[config.mk]
export PLATFORM = sky130hd
export DESIGN_NAME = plc_fuse_core
export DESIGN_NICKNAME = d
export VERILOG_FILES = /design/src/rtl/plc_pkg.sv /design/src/rtl/plc_and_array.sv /design/src/rtl/plc_route.sv /design/src/rtl/plc_cell.sv /design/src/rtl/plc_fuse_core.sv
export SDC_FILE = /design/constraint.sdc
export NUM_CORES = 1
export LEC_CHECK = 0
export BUFFER_PORTS_ARGS = -buffer_cell sky130_fd_sc_hd__buf_2
export CAP_MARGIN = 20
export CORE_AREA = 2 2 657 659
export DETAILED_ROUTE_END_ITERATION = 10
export DIE_AREA = 0 0 659 661
export HOLD_SLACK_MARGIN = 0.02
export PLACE_DENSITY_LB_ADDON = 0.25
export SLEW_MARGIN = 10
export SYNTH_ARGS = -nofsm -noshare
export SYNTH_HDL_FRONTEND = slang
export SYNTH_SLANG_ARGS = --single-unit
[constraint.sdc]
create_clock -name clk -period 7.6 [get_ports clk]
set_input_delay 1.52 -clock clk [delete_from_list [all_inputs] [get_ports clk]]
set_output_delay 1.52 -clock clk [all_outputs]
set_load 0.01 [all_outputs]
[src/rtl/plc_pkg.sv]
// Shared types of the fuse-configured logic core.
// Assumes the function field is ordered {ac1, ac0}.
package plc_pkg;
    typedef enum logic [1:0] {
        CFG_XOR_REG = 2'b00,
        CFG_REG     = 2'b01,
        CFG_XOR_CMB = 2'b10,
        CFG_CMB     = 2'b11
    } cell_cfg_e;

    typedef struct packed {
        logic      pol;
        cell_cfg_e cfg;
    } cell_ctl_t;
endpackage

[src/rtl/plc_and_array.sv]
// Product-term array: each row ANDs the columns whose fuse bit is 1.
// Assumes fuses are row-major, N_COL bits per row, bit k selecting column k.
module plc_and_array #(
    parameter int N_ROW = 40,
    parameter int N_COL = 40
) (
    input  logic [N_ROW*N_COL-1:0] fuse_rows,
    input  logic [N_COL-1:0]       cols,
    output logic [N_ROW-1:0]       terms
);
    // One AND gate per row; a blown fuse forces its column to 1.
    for (genvar r = 0; r < N_ROW; r++) begin : g_row
        assign terms[r] = &(~fuse_rows[r*N_COL +: N_COL] | cols);
    end
endmodule

[src/rtl/plc_route.sv]
// Signal router: picks the signal of each array slot from the routing bit
// and drives each slot as a true/inverted column pair.
// Assumes N_SIG = N_IN + N_CELL, with the two end cells sharing the last
// two slots with the clock and enable pads.
module plc_route #(
    parameter int N_IN   = 10,
    parameter int N_CELL = 10,
    localparam int N_SIG = N_IN + N_CELL,
    localparam int N_COL = 2 * N_SIG
) (
    input  logic              mode,
    input  logic              clk_pad,
    input  logic              oe_n,
    input  logic [N_IN-1:0]   in_pins,
    input  logic [N_CELL-1:0] fb,
    output logic [N_COL-1:0]  cols
);
    logic [N_SIG-1:0] sig;

    // Slot assignment: inputs, inner feedbacks, then the two shared slots.
    always_comb begin
        sig[N_IN-1:0]              = in_pins;
        sig[N_SIG-3:N_IN]          = fb[N_CELL-2:1];
        sig[N_SIG-2]               = mode ? clk_pad : fb[0];
        sig[N_SIG-1]               = mode ? oe_n    : fb[N_CELL-1];
    end

    // Each slot becomes a true column followed by an inverted column.
    for (genvar s = 0; s < N_SIG; s++) begin : g_pair
        assign cols[2*s]     = sig[s];
        assign cols[2*s + 1] = ~sig[s];
    end
endmodule

[src/rtl/plc_cell.sv]
// Output cell: forms a sum or XOR of its four terms, optionally registers
// it, and produces output value, output enable and feedback.
// Assumes term 3 is the enable term for the non-XOR functions.
module plc_cell
    import plc_pkg::*;
#(
    parameter int N_PT = 4
) (
    input  logic            clk,
    input  logic            rst_n,
    input  logic [N_PT-1:0] terms,
    input  cell_ctl_t       ctl,
    input  logic            oe_n,
    input  logic            io_in,
    output logic            pin_out,
    output logic            pin_oe,
    output logic            fb
);
    logic sum3, xv, d, q, registered;

    // Combine the terms and choose the register input.
    always_comb begin
        sum3       = terms[0] | terms[1] | terms[2];
        xv         = (terms[0] | terms[1]) ^ (terms[2] | terms[N_PT-1]);
        registered = ~ctl.cfg[1];
        d          = (ctl.cfg == CFG_XOR_REG) ? xv : (ctl.pol ? sum3 : ~sum3);
    end

    // Cell register: cleared by reset, loaded only in registered functions.
    always_ff @(posedge clk) begin
        if (!rst_n)
            q <= 1'b0;
        else if (registered)
            q <= d;
    end

    // Output value, enable and feedback selection.
    always_comb begin
        case (ctl.cfg)
            CFG_CMB:     pin_out = sum3 ^ ctl.pol;
            CFG_XOR_CMB: pin_out = ~xv;
            default:     pin_out = ~q;
        endcase
        pin_oe = ctl.cfg[0] ? terms[N_PT-1] : ~oe_n;
        fb     = registered ? q : io_in;
    end

    // a registered cell captures its computed input on each edge.
    assert_reg_load_R9: assert property (@(posedge clk) disable iff (!rst_n)
        registered |=> (q == $past(d)));

    // the first edge out of reset finds the register cleared.
    assert_reset_clear_R10: assert property (@(posedge clk) disable iff (!rst_n)
        $rose(rst_n) |-> (q == 1'b0));
endmodule

[src/rtl/plc_fuse_core.sv]
// Top of the fuse-configured logic core: decodes the fixed fuse map,
// routes signals into the array and instantiates the output cells.
// Assumes the fuse vector is static while the core runs.
module plc_fuse_core
    import plc_pkg::*;
#(
    parameter int N_IN   = 10,
    parameter int N_CELL = 10,
    parameter int N_PT   = 4,
    localparam int N_SIG     = N_IN + N_CELL,
    localparam int N_COL     = 2 * N_SIG,
    localparam int N_ROW     = N_CELL * N_PT,
    localparam int POL_BASE  = N_ROW * N_COL,
    localparam int AC0_BASE  = POL_BASE + N_CELL,
    localparam int AC1_BASE  = AC0_BASE + N_CELL,
    localparam int MODE_BIT  = AC1_BASE + N_CELL,
    localparam int FUSE_BITS = MODE_BIT + 1
) (
    input  logic                 clk,
    input  logic                 rst_n,
    input  logic                 clk_pad,
    input  logic                 oe_n,
    input  logic [N_IN-1:0]      in_pins,
    input  logic [N_CELL-1:0]    io_in,
    input  logic [FUSE_BITS-1:0] fuses,
    output logic [N_CELL-1:0]    pin_out,
    output logic [N_CELL-1:0]    pin_oe
);
    logic [N_COL-1:0]  cols;
    logic [N_ROW-1:0]  terms;
    logic [N_CELL-1:0] fb;
    cell_ctl_t         ctl [N_CELL];
    logic              mode;

    assign mode = fuses[MODE_BIT];

    plc_route #(.N_IN(N_IN), .N_CELL(N_CELL)) i_route (
        .mode    (mode),
        .clk_pad (clk_pad),
        .oe_n    (oe_n),
        .in_pins (in_pins),
        .fb      (fb),
        .cols    (cols)
    );

    plc_and_array #(.N_ROW(N_ROW), .N_COL(N_COL)) i_array (
        .fuse_rows (fuses[POL_BASE-1:0]),
        .cols      (cols),
        .terms     (terms)
    );

    for (genvar c = 0; c < N_CELL; c++) begin : g_cell
        // Per-cell control bits gathered from their fixed fuse addresses.
        always_comb begin
            ctl[c].pol = fuses[POL_BASE + c];
            ctl[c].cfg = cell_cfg_e'({fuses[AC1_BASE + c], fuses[AC0_BASE + c]});
        end

        plc_cell #(.N_PT(N_PT)) i_cell (
            .clk     (clk),
            .rst_n   (rst_n),
            .terms   (terms[c*N_PT +: N_PT]),
            .ctl     (ctl[c]),
            .oe_n    (oe_n),
            .io_in   (io_in[c]),
            .pin_out (pin_out[c]),
            .pin_oe  (pin_oe[c]),
            .fb      (fb[c])
        );
    end

    // a row with every fuse bit set holds a signal and its inverse.
    for (genvar r = 0; r < N_ROW; r++) begin : g_row_chk
        assert_full_row_false_R1: assert property (@(posedge clk) disable iff (!rst_n)
            (&fuses[r*N_COL +: N_COL]) |-> !terms[r]);
    end

    // in routing mode 1 the clock pad occupies the first shared slot.
    assert_clk_slot_R4: assert property (@(posedge clk) disable iff (!rst_n)
        mode |-> (cols[2*(N_SIG-2)] == clk_pad));

    // in routing mode 0 the last cell's feedback occupies the last slot.
    assert_end_fb_R5: assert property (@(posedge clk) disable iff (!rst_n)
        !mode |-> (cols[2*(N_SIG-1)] == fb[N_CELL-1]));
endmodule

==> impl_metrics.py, run 1 <==
metrics = {
    "run_status": {
        "status": "complete, no violations",
    },
    "hold_path": {
        "hp-start": "g_cell[6].i_cell.q",
        "worstHoldPathType": "flip-flop to flip-flop",
        "holdPathStages": 2,
        "holdPathEnd": "g_cell[6].i_cell.q",
    },
    "cells_and_area": {
        "multi_input_area_mm2": 0.0121,
        "area_delta_synth_final_pct": 130,
        "top_register": "g_cell.i_cell.q",
        "n_fill_cell": 51000,
        "largest_reg_flops": 10,
        "instances_no_fill": 9065,
        "regArea_um2": 200,
        "final_util_pct": 6.89,
        "reg.largest.list": "g_cell.i_cell.q (10)",
        "finalNetCount": 4955,
        "drive_gt1_share_pct": 57.5,
    },
    "critical_path": {
        "slowest_stage": "or4_1",
        "cp_max_fo": 6,
        "slowest_delay_ps": 870,
        "cp-start-kind": "input pin",
        "path_class": "input pin to output port",
        "required_ps": 6080,
        "crit_path_end_kind": "output port",
        "cp_common_cell": "buf_2",
        "critPathBufInv": 4,
        "cp_top_family": "simple AND/OR/NAND/NOR gates",
        "ff2ff_setup_slack_ps": 3640,
        "crit_chain": "buf_2 > mux2i_4 > buf_12 > buf_4 > mux2_2 > or4_1 > nor3_1 > nand4_1 > o31ai_2 > nor2b_1 > xor2_1 > a31oi_1 > buf_2",
        "r2r_start": "g_cell[5].i_cell.q",
        "worstReg2RegEnd": "g_cell[5].i_cell.q",
        "crit_arrival_ps": 5730,
        "r2r_cells": 11,
    },
    "detailed_routing": {
        "drt-initial-drc-count": 1477,
        "drc": 0,
        "vias": 21800,
        "wl_per_cell_um": 25.4,
        "dr.pass1.iters": 5,
        "viasPerCell": 2.40,
        "postRouteAntennaNets": 0,
        "wl_mm": 230,
    },
    "timing": {
        "rsz0062_at_grt": "no",
        "worst_pin_slew_ps": 991,
        "fin_crit_sh_pct": 95.4,
        "timing.slew.headroom_pct": 32.0,
        "fmax_mhz": 138,
        "setup_tns_ps": 0,
        "setup_viol": 0,
        "fin_crit_ps": 7250,
        "fin_skew_ps": 10.5,
        "final_max_slew_viol_count": 0,
        "hold_viol": 0,
        "setup_ws_ps": 351,
    },
    "yosys": {
        "synth_area_mm2": 0.0129,
        "synthFlopType": "dfxtp_1",
        "synthMostInstantiatedCell": "mux2i_1",
        "synth_area_per_cell_um2": 7.99,
        "synth.largest_area_cell": "mux2i_1",
        "yosys-top-cells-area": "mux2i_1 (59%), nand4_1 (6.8%), nand2_1 (4.6%), mux2_2 (3.3%), buf_2 (2.7%)",
        "synth_top_area_share_pct": 59.0,
        "synth_cell_type_count": 53,
        "synth_seq_cells": 10,
        "seq_area_frac_synth_pct": 1.56,
        "synth_common_cells": "mux2i_1 (758), nand2_1 (158), nand4_1 (140), buf_2 (70), nand3_1 (57)",
        "yosys_warnings": 0,
        "syn_inst": 1610,
        "synth_edf_count": 0,
        "ys_async_sr_fraction_pct": 0,
        "syn_nets": 3265,
    },
    "cts": {
        "cts_buffers": 3,
        "clk_pin_slew_worst_paths_ps": 60,
        "htree_levels": 1,
        "clock-sinks": 10,
        "cts_hold_buf": 0,
        "cts_buffer_depth": 2,
        "root_buffer": "clkbuf_16",
        "cts_tree": "built",
        "clk_latency_ps": 290,
    },
    "grt": {
        "grt_pass1_vias": 21900,
        "grt_pass1_wl_mm": 270,
        "grt-ovfl-total": 0,
        "antenna_found_initial": 169,
        "grt_max_degree": 32,
        "grt_usage_pct": 9.93,
    },
    "placed_design": {
        "pre_cts_slack_ps": -604,
        "dp_cells": 9002,
        "place_congestion": 0.891,
        "numPortBuffers": 1674,
        "hpwlAfterDp_mm": 209,
    },
    "floorplanning": {
        "pin_count": 1675,
        "die_area_mm2": 0.436,
        "die-width_um": 659,
        "rows": 241,
        "die_y_um": 661,
        "start_util_pct": 3.00,
        "core-area_mm2": 0.429,
    },
    "power_and_ir_drop": {
        "p_leak_nw": 13.8,
        "peakVddDrop_mv": 0.0450,
        "powerDensity_mw_per_mm2": 60.5,
    },
    "run": {
        "drv_cap": 0,
    },
}
worst register-to-register path, cell delays in order, from the launching register on:
cell	delay (ps)
dfxtp_1	350
mux2i_4	230
buf_12	240
mux2_2	450
or4_1	940
nor3_1	540
nand4_1	260
nand3_1	150
xor2_1	150
mux2i_1	170
buf_4	200
o211a_1	200
per-stage QoR:
stage,total power [W],area (um^2),hold WS [ps]
after CTS,0.00185,29400,521
after floorplan,0.000589,12900,444
after global placement,0.00170,29200,505
after global routing,0.00190,29500,582
after detailed placement,0.00169,29300,508
final,0.00179,29600,521
cells in the final DEF (no fill, tap or decap), types with 11 or more instances in the layout:
cell type,n
xor2_1,14
nand2_1,158
nor2_1,37
nand4_1,140
diode_2,56
nor4_1,11
buf_4,130
nor2b_1,19
a21oi_1,11
buf_2,1659
mux2i_1,744
buf_12,21
a221oi_1,18
nor3_1,22
mux2_2,36
or4_1,24
o21ai_0,16
mux2_1,11
nand3_1,57
layout make-up:
type                    instances  area share [%]
diodes                         56           0.474
clock buffers                   4           0.300
inverters                       9           0.123
multi-input cells            1456            41.0
flip-flops and latches         10           0.677
well taps                    5710            24.2
repair buffers               1820            33.2
what timing repair did:
action	in CTS	in global routing
setup buffers	0	3
endpoints found under the setup margin	3	1
gates resized for setup	5	0
endpoints found under the hold margin	0	0
power by group:
group	total [W]	internal (W)	switching (W)
combinational	0.00159	0.000669	0.000925
sequential	0.0000593	0.0000552	0.00000409
clock	0.000135	0.0000808	0.0000541
total	0.00179	0.000805	0.000984
worst max-delay path by stage:
stage / from / end / slack (ps) / cells after the start
6_report: fuses[1622] / pin_out[0] / 350 / 13
5_1_grt: in_pins[8] / pin_out[2] / 170 / 13
4_1_cts: fuses[1622] / pin_out[0] / 6 / 12
3_5_place_dp: in_pins[4] / pin_out[3] / -600 / 13
3_3_place_gp: in_pins[1] / pin_out[4] / -780 / 11
2_1_floorplan: in_pins[0] / pin_out[1] / 2060 / 14
logic make-up after synthesis:
family	Yosys count	share of synthesized area, %
xor gates and xnor gates	19	1.29
muxes	808	63.4
AOI/OAI and AO/OA	121	7.18
DFF	10	1.56
and+or+nand+nor	508	20.6
buffers and inverters	144	5.97
routing by layer:
metal | part of all wire (%) | GRT usage (%)
met1 | 44 | 13.0
met3 | 7.3 | 2.28
met4 | 3.5 | 3.14
met2 | 45 | 16.0
met5 | 0.15 | 0
(Power assumes the default switching activity.)
==> run 2: changes to the inputs <==
- CORE_AREA: 2 2 657 659 -> 2 2 647 649
- DIE_AREA: 0 0 659 661 -> 0 0 649 651
==> run 2 against run 1 <==
Worst hold slack lost 4.9 ps. Die area down 3.0%. Highest routed layer unchanged. Setup slack improved by 82 ps. Critical path depth did not move. Clock power grew 9.6%. Sequential cell count did not move.
==> impl_metrics.py, run 2 (synthesized netlist as in run 1, its figures left out) <==
metrics = {
    "run_status": {
        "status": "complete, no violations",
    },
    "timing": {
        "fmax_mhz": 140,
        "fin_crit_sh_pct": 94.3,
        "worst_pin_slew_ps": 1230,
        "fin_skew_ps": 20.6,
        "setup_ws_ps": 433,
        "final_max_slew_viol_count": 0,
        "hold_viol": 0,
        "fin_crit_ps": 7170,
        "rsz0062_at_grt": "no",
        "timing.slew.headroom_pct": 15.6,
        "setup_viol": 0,
    },
    "cells_and_area": {
        "largest_reg_flops": 10,
        "reg.largest.list": "g_cell.i_cell.q (10)",
        "final_util_pct": 7.02,
        "final_common_cell": "buf_2",
        "top_register": "g_cell.i_cell.q",
        "finalNetCount": 4941,
        "drive_gt1_share_pct": 57.4,
        "n_fill_cell": 49300,
        "instances_no_fill": 8829,
        "area_delta_synth_final_pct": 127,
        "mostFrequentLayoutCells": "buf_2 (1,660), mux2i_1 (739), nand2_1 (158), nand4_1 (140), buf_4 (116)",
    },
    "cts": {
        "root_buffer": "clkbuf_16",
        "post_cts_buffers": 0,
        "cts_tree": "built",
        "clk_pin_slew_worst_paths_ps": 60,
        "cts_buffer_depth": 2,
        "clock-sinks": 10,
        "htree_levels": 1,
        "clk_latency_ps": 310,
        "cts_buffers": 3,
    },
    "placed_design": {
        "pre_cts_slack_ps": -570,
        "numPortBuffers": 1674,
        "dp_cells": 8778,
        "place_congestion": 0.871,
        "hpwlAfterDp_mm": 208,
    },
    "critical_path": {
        "slowest_stage": "or4_1",
        "cp_top_family": "multiplexers",
        "r2r_cells": 9,
        "cp.depth": 13,
        "slowest_delay_ps": 940,
        "cp-start-kind": "input pin",
        "crit_chain": "buf_2 > mux2i_4 > buf_4 > mux2_1 > or4_1 > a2111oi_0 > a31oi_1 > buf_4 > nand2_1 > xor2_1 > mux2i_1 > mux2i_1 > buf_12",
        "critPathBufInv": 4,
        "required_ps": 6080,
        "cp_max_fo": 15,
        "path_class": "input pin to output port",
        "crit_arrival_ps": 5650,
        "crit_path_end_kind": "output port",
    },
    "hold_path": {
        "worstHoldPathType": "flip-flop to flip-flop",
        "holdPathStages": 2,
    },
    "detailed_routing": {
        "viasPerCell": 2.45,
        "wl_mm": 228,
        "drt-initial-drc-count": 1411,
        "vias": 21600,
        "wl_per_cell_um": 25.8,
        "postRouteAntennaNets": 0,
        "drc": 0,
        "dr.pass1.iters": 5,
    },
    "grt": {
        "grt_max_degree": 28,
        "grt_pass1_vias": 22100,
        "grt-ovfl-total": 0,
        "grt_usage_pct": 10.3,
        "grt_pass1_wl_mm": 272,
        "antenna_found_initial": 169,
    },
    "run": {
        "drv_cap": 0,
    },
    "floorplanning": {
        "die_area_mm2": 0.422,
        "die_y_um": 651,
        "start_util_pct": 3.09,
        "rows": 237,
        "pin_count": 1675,
        "core-area_mm2": 0.415,
        "die-width_um": 649,
    },
    "power_and_ir_drop": {
        "peakVddDrop_mv": 0.0731,
        "powerDensity_mw_per_mm2": 61.4,
        "p_leak_nw": 13.7,
    },
}
==> run 2: cell types whose count changed in the layout (fill, tap and decap cells not counted), sizes merged <==
cell / delta
buf: -14
diode: -9
==> run 2: what timing repair did <==
| item | in CTS | in global routing |
|---|---|---|
| hold buffers | 0 | 0 |
| gates resized for setup | 4 | 0 |
| setup endpoints to repair | 2 | 0 |
==> run 2: final timing paths <==
check / slack (ps) / start / end
worst min register to register: 520 / g_cell[6].i_cell.q / g_cell[6].i_cell.q
worst max-delay path: 430 / fuses[1623] / pin_out[1]
worst min-delay path: 520 / g_cell[6].i_cell.q / g_cell[6].i_cell.q
worst max register to register: 3500 / g_cell[1].i_cell.q / g_cell[7].i_cell.q
==> run 2: worst min-delay path, delay by kind of cell (launching register included) <==
family | cells | cell delay [ps]
and+or+nand+nor | 1 | 70
AOI/OAI and AO/OA | 1 | 50
DFF | 1 | 350
==> run 2: per-stage QoR <==
stage	hold WS (ps)	area [um^2]	TNS (ps)	total power, W
after floorplan	444	12900	0	0.000589
after global placement	511	28900	-1400	0.00171
after detailed placement	504	28900	-678	0.00171
after CTS	513	29000	0	0.00188
after global routing	558	29100	0	0.00193
final	516	29200	0	0.00179
==> run 2: report_power, final <==
part | switching, W | leakage [nW] | total, W | internal (W)
clock | 0.0000663 | 0.0445 | 0.000148 | 0.0000813
combinational | 0.000919 | 13.5 | 0.00158 | 0.000665
sequential | 0.00000351 | 0.0822 | 0.0000587 | 0.0000551
==> run 2: cell type report <==
cell class | instances | area, um^2 | share of cell area [%]
Sequential cell | 10 | 200 | 0.686
Timing Repair Buffer | 1806 | 9700 | 33.3
Antenna cell | 47 | 118 | 0.403
Inverter | 9 | 36.3 | 0.124
Multi-Input combinational cell | 1456 | 12100 | 41.6
Tap cell | 5497 | 6880 | 23.6
Clock buffer | 4 | 88.8 | 0.305
==> run 2: layer usage <==
layer | up-vias | part of all wire [%] | global-route usage (%)
met4 | 66 | 2.6 | 2.43
met5 | - | 0.19 | 0
met2 | 1372 | 46 | 17.1
met3 | 293 | 6.6 | 2.50
met1 | 10200 | 44 | 13.2
li1 | 9698 | - | -
==> run 3: changes to the inputs <==
- ABC_CLOCK_PERIOD_IN_PS: default -> 7600
- CORE_AREA: 2 2 647 649 -> 3 3 648 650
- DIE_AREA: 0 0 649 651 -> 0 0 651 653
==> run 3 against run 2 <==
Non-clock buffer count grew 29. Register-to-register slack lost 60 ps. Sequential cell count did not move. Combinational power is essentially flat. Clock power shrank 16%. Clock skew shrank 14 ps. Sequential share of layout area barely moved. Via count up 1.4%. Die area up 0.62%. Wire length increased by 5.5%. Critical path type unchanged. Highest routed layer unchanged.
==> impl_metrics.py, run 3 (synthesized netlist as in run 1, its figures left out) <==
metrics = {
    "critical_path": {
        "cp-start-kind": "input pin",
        "required_ps": 6080,
        "critPathBufInv": 3,
        "cp_max_fo": 13,
        "cp_common_cell": "nand2_1",
        "ff2ff_setup_slack_ps": 3440,
        "crit_chain": "buf_4 > buf_12 > mux2i_1 > nand4_1 > or4_1 > nor3_1 > a32oi_1 > nand2_1 > xor2_1 > nand2_1 > a22oi_1 > buf_2",
        "r2r_start": "g_cell[1].i_cell.q",
        "crit_arrival_ps": 5640,
        "slowest_stage": "or4_1",
        "cp_top_family": "simple AND/OR/NAND/NOR gates",
        "slowest_delay_ps": 910,
        "r2r_cells": 10,
        "path_class": "input pin to output port",
        "worstReg2RegEnd": "g_cell[7].i_cell.q",
        "crit_path_end_kind": "output port",
    },
    "cts": {
        "root_buffer": "clkbuf_16",
        "cts_tree": "built",
        "clk_pin_slew_worst_paths_ps": 50,
        "htree_levels": 1,
        "cts_buffers": 3,
        "clock-sinks": 10,
        "cts_hold_buf": 0,
        "clk_latency_ps": 270,
        "post_cts_buffers": 0,
        "cts_buffer_depth": 2,
        "cts_resized": 3,
    },
    "placed_design": {
        "numPortBuffers": 1674,
        "place_area_mm2": 0.0292,
        "place_congestion": 0.894,
        "pre_cts_slack_ps": -6.69,
        "hpwlAfterDp_mm": 222,
    },
    "detailed_routing": {
        "met3_length_mm": 16.1,
        "vias": 21900,
        "wl_met1_mm": 107,
        "drc": 0,
        "top_layer_used": "met5",
        "dr.pass1.iters": 6,
        "wl_mm": 241,
        "drt-initial-drc-count": 1488,
        "wl_met2_mm": 112,
        "viasPerCell": 2.48,
        "postRouteAntennaNets": 0,
        "wl_per_cell_um": 27.3,
    },
    "floorplanning": {
        "pin_count": 1675,
        "start_util_pct": 3.11,
        "rows": 236,
        "die_area_mm2": 0.425,
        "die_y_um": 653,
        "core-area_mm2": 0.414,
        "die-width_um": 651,
    },
    "grt": {
        "grt_usage_pct": 10.7,
        "grt-ovfl-total": 0,
        "grt_pass1_wl_mm": 284,
        "antenna_found_initial": 191,
        "grt_max_degree": 41,
        "grt_pass1_vias": 22300,
    },
    "run": {
        "drv_cap": 0,
    },
    "cells_and_area": {
        "mostFrequentLayoutCells": "buf_2 (1,660), mux2i_1 (744), nand2_1 (158), nand4_1 (140), buf_4 (139)",
        "final_common_cell": "buf_2",
        "top_register": "g_cell.i_cell.q",
        "largest_reg_flops": 10,
        "area_delta_synth_final_pct": 129,
        "drive_gt1_share_pct": 57.6,
        "final_area_mm2": 0.0294,
        "finalNetCount": 4970,
        "reg.largest.list": "g_cell.i_cell.q (10)",
    },
    "timing": {
        "timing.slew.headroom_pct": 25.8,
        "fmax_mhz": 140,
        "fin_crit_sh_pct": 94.2,
        "setup_ws_ps": 443,
        "worst_pin_slew_ps": 1080,
        "fin_skew_ps": 6.35,
        "timing.hold.ws_ps": 518,
        "hold_viol": 0,
        "rsz0062_at_grt": "no",
        "setup_viol": 0,
        "fin_crit_ps": 7160,
        "final_max_slew_viol_count": 0,
    },
    "run_status": {
        "status": "complete, no violations",
    },
    "power_and_ir_drop": {
        "peakVddDrop_mv": 0.0614,
        "powerDensity_mw_per_mm2": 60.1,
        "p_leak_nw": 13.8,
    },
    "hold_path": {
        "worstHoldPathType": "flip-flop to flip-flop",
        "holdPathEnd": "g_cell[6].i_cell.q",
        "holdPathStages": 2,
        "hp-start": "g_cell[6].i_cell.q",
    },
}
-- run 3: changes by cell type in the layout (fill, tap and decap cells not counted), sizes merged --
cell,delta
buf,+29
diode,-3
-- run 3: how the worst max path moves through the flow --
stage / depth (start not counted) / slack [ps] / end / startpoint
2_1_floorplan: 14 / 2060 / pin_out[1] / in_pins[0]
3_3_place_gp: 12 / -1470 / pin_out[3] / in_pins[4]
3_5_place_dp: 13 / -7 / pin_out[3] / in_pins[4]
4_1_cts: 12 / 30 / pin_out[0] / fuses[1621]
5_1_grt: 12 / 80 / pin_out[3] / in_pins[0]
6_report: 12 / 440 / pin_out[2] / in_pins[0]
-- run 3: metrics by stage --
stage                     cells  total power (W)  util [%]  TNS (ps)
after floorplan            1610         0.000589         -         0
after global placement     8781          0.00171      7.04     -1510
after detailed placement   8784          0.00171      7.05     -11.6
after CTS                  8788          0.00185      7.08         0
after global routing       8811          0.00191      7.09         0
final                      8832          0.00177      7.11         0
-- run 3: cell type report --
cell class              count  area, um^2
inverters                   9        36.3
fillers                 49000      384000
clock buffers               4        88.8
repair buffers           1835        9970
well taps                5474        6850
diodes                     44         110
flip-flops and latches     10         200
multi-input cells        1456       12100
-- run 3: power breakdown --
| group | leakage, nW | internal [W] | total (W) | switching [W] |
|---|---|---|---|---|
| registers | 0.0822 | 0.0000552 | 0.0000593 | 0.00000412 |
| logic | 13.7 | 0.000678 | 0.00158 | 0.000905 |
| clock network | 0.0444 | 0.0000805 | 0.000125 | 0.0000447 |
-- run 3: layer usage --
layer | track usage (%) | vias to the layer above
met1 | 14.0 | 10400
met5 | 0 | -
li1 | - | 9753
met4 | 1.82 | 74
met2 | 17.9 | 1419
met3 | 2.31 | 309
-- run 3: tightest hold or removal path: stages, from the launching register on --
cell	delay (ps)
dfxtp_1	350
nand2_1	70
a21oi_1	50
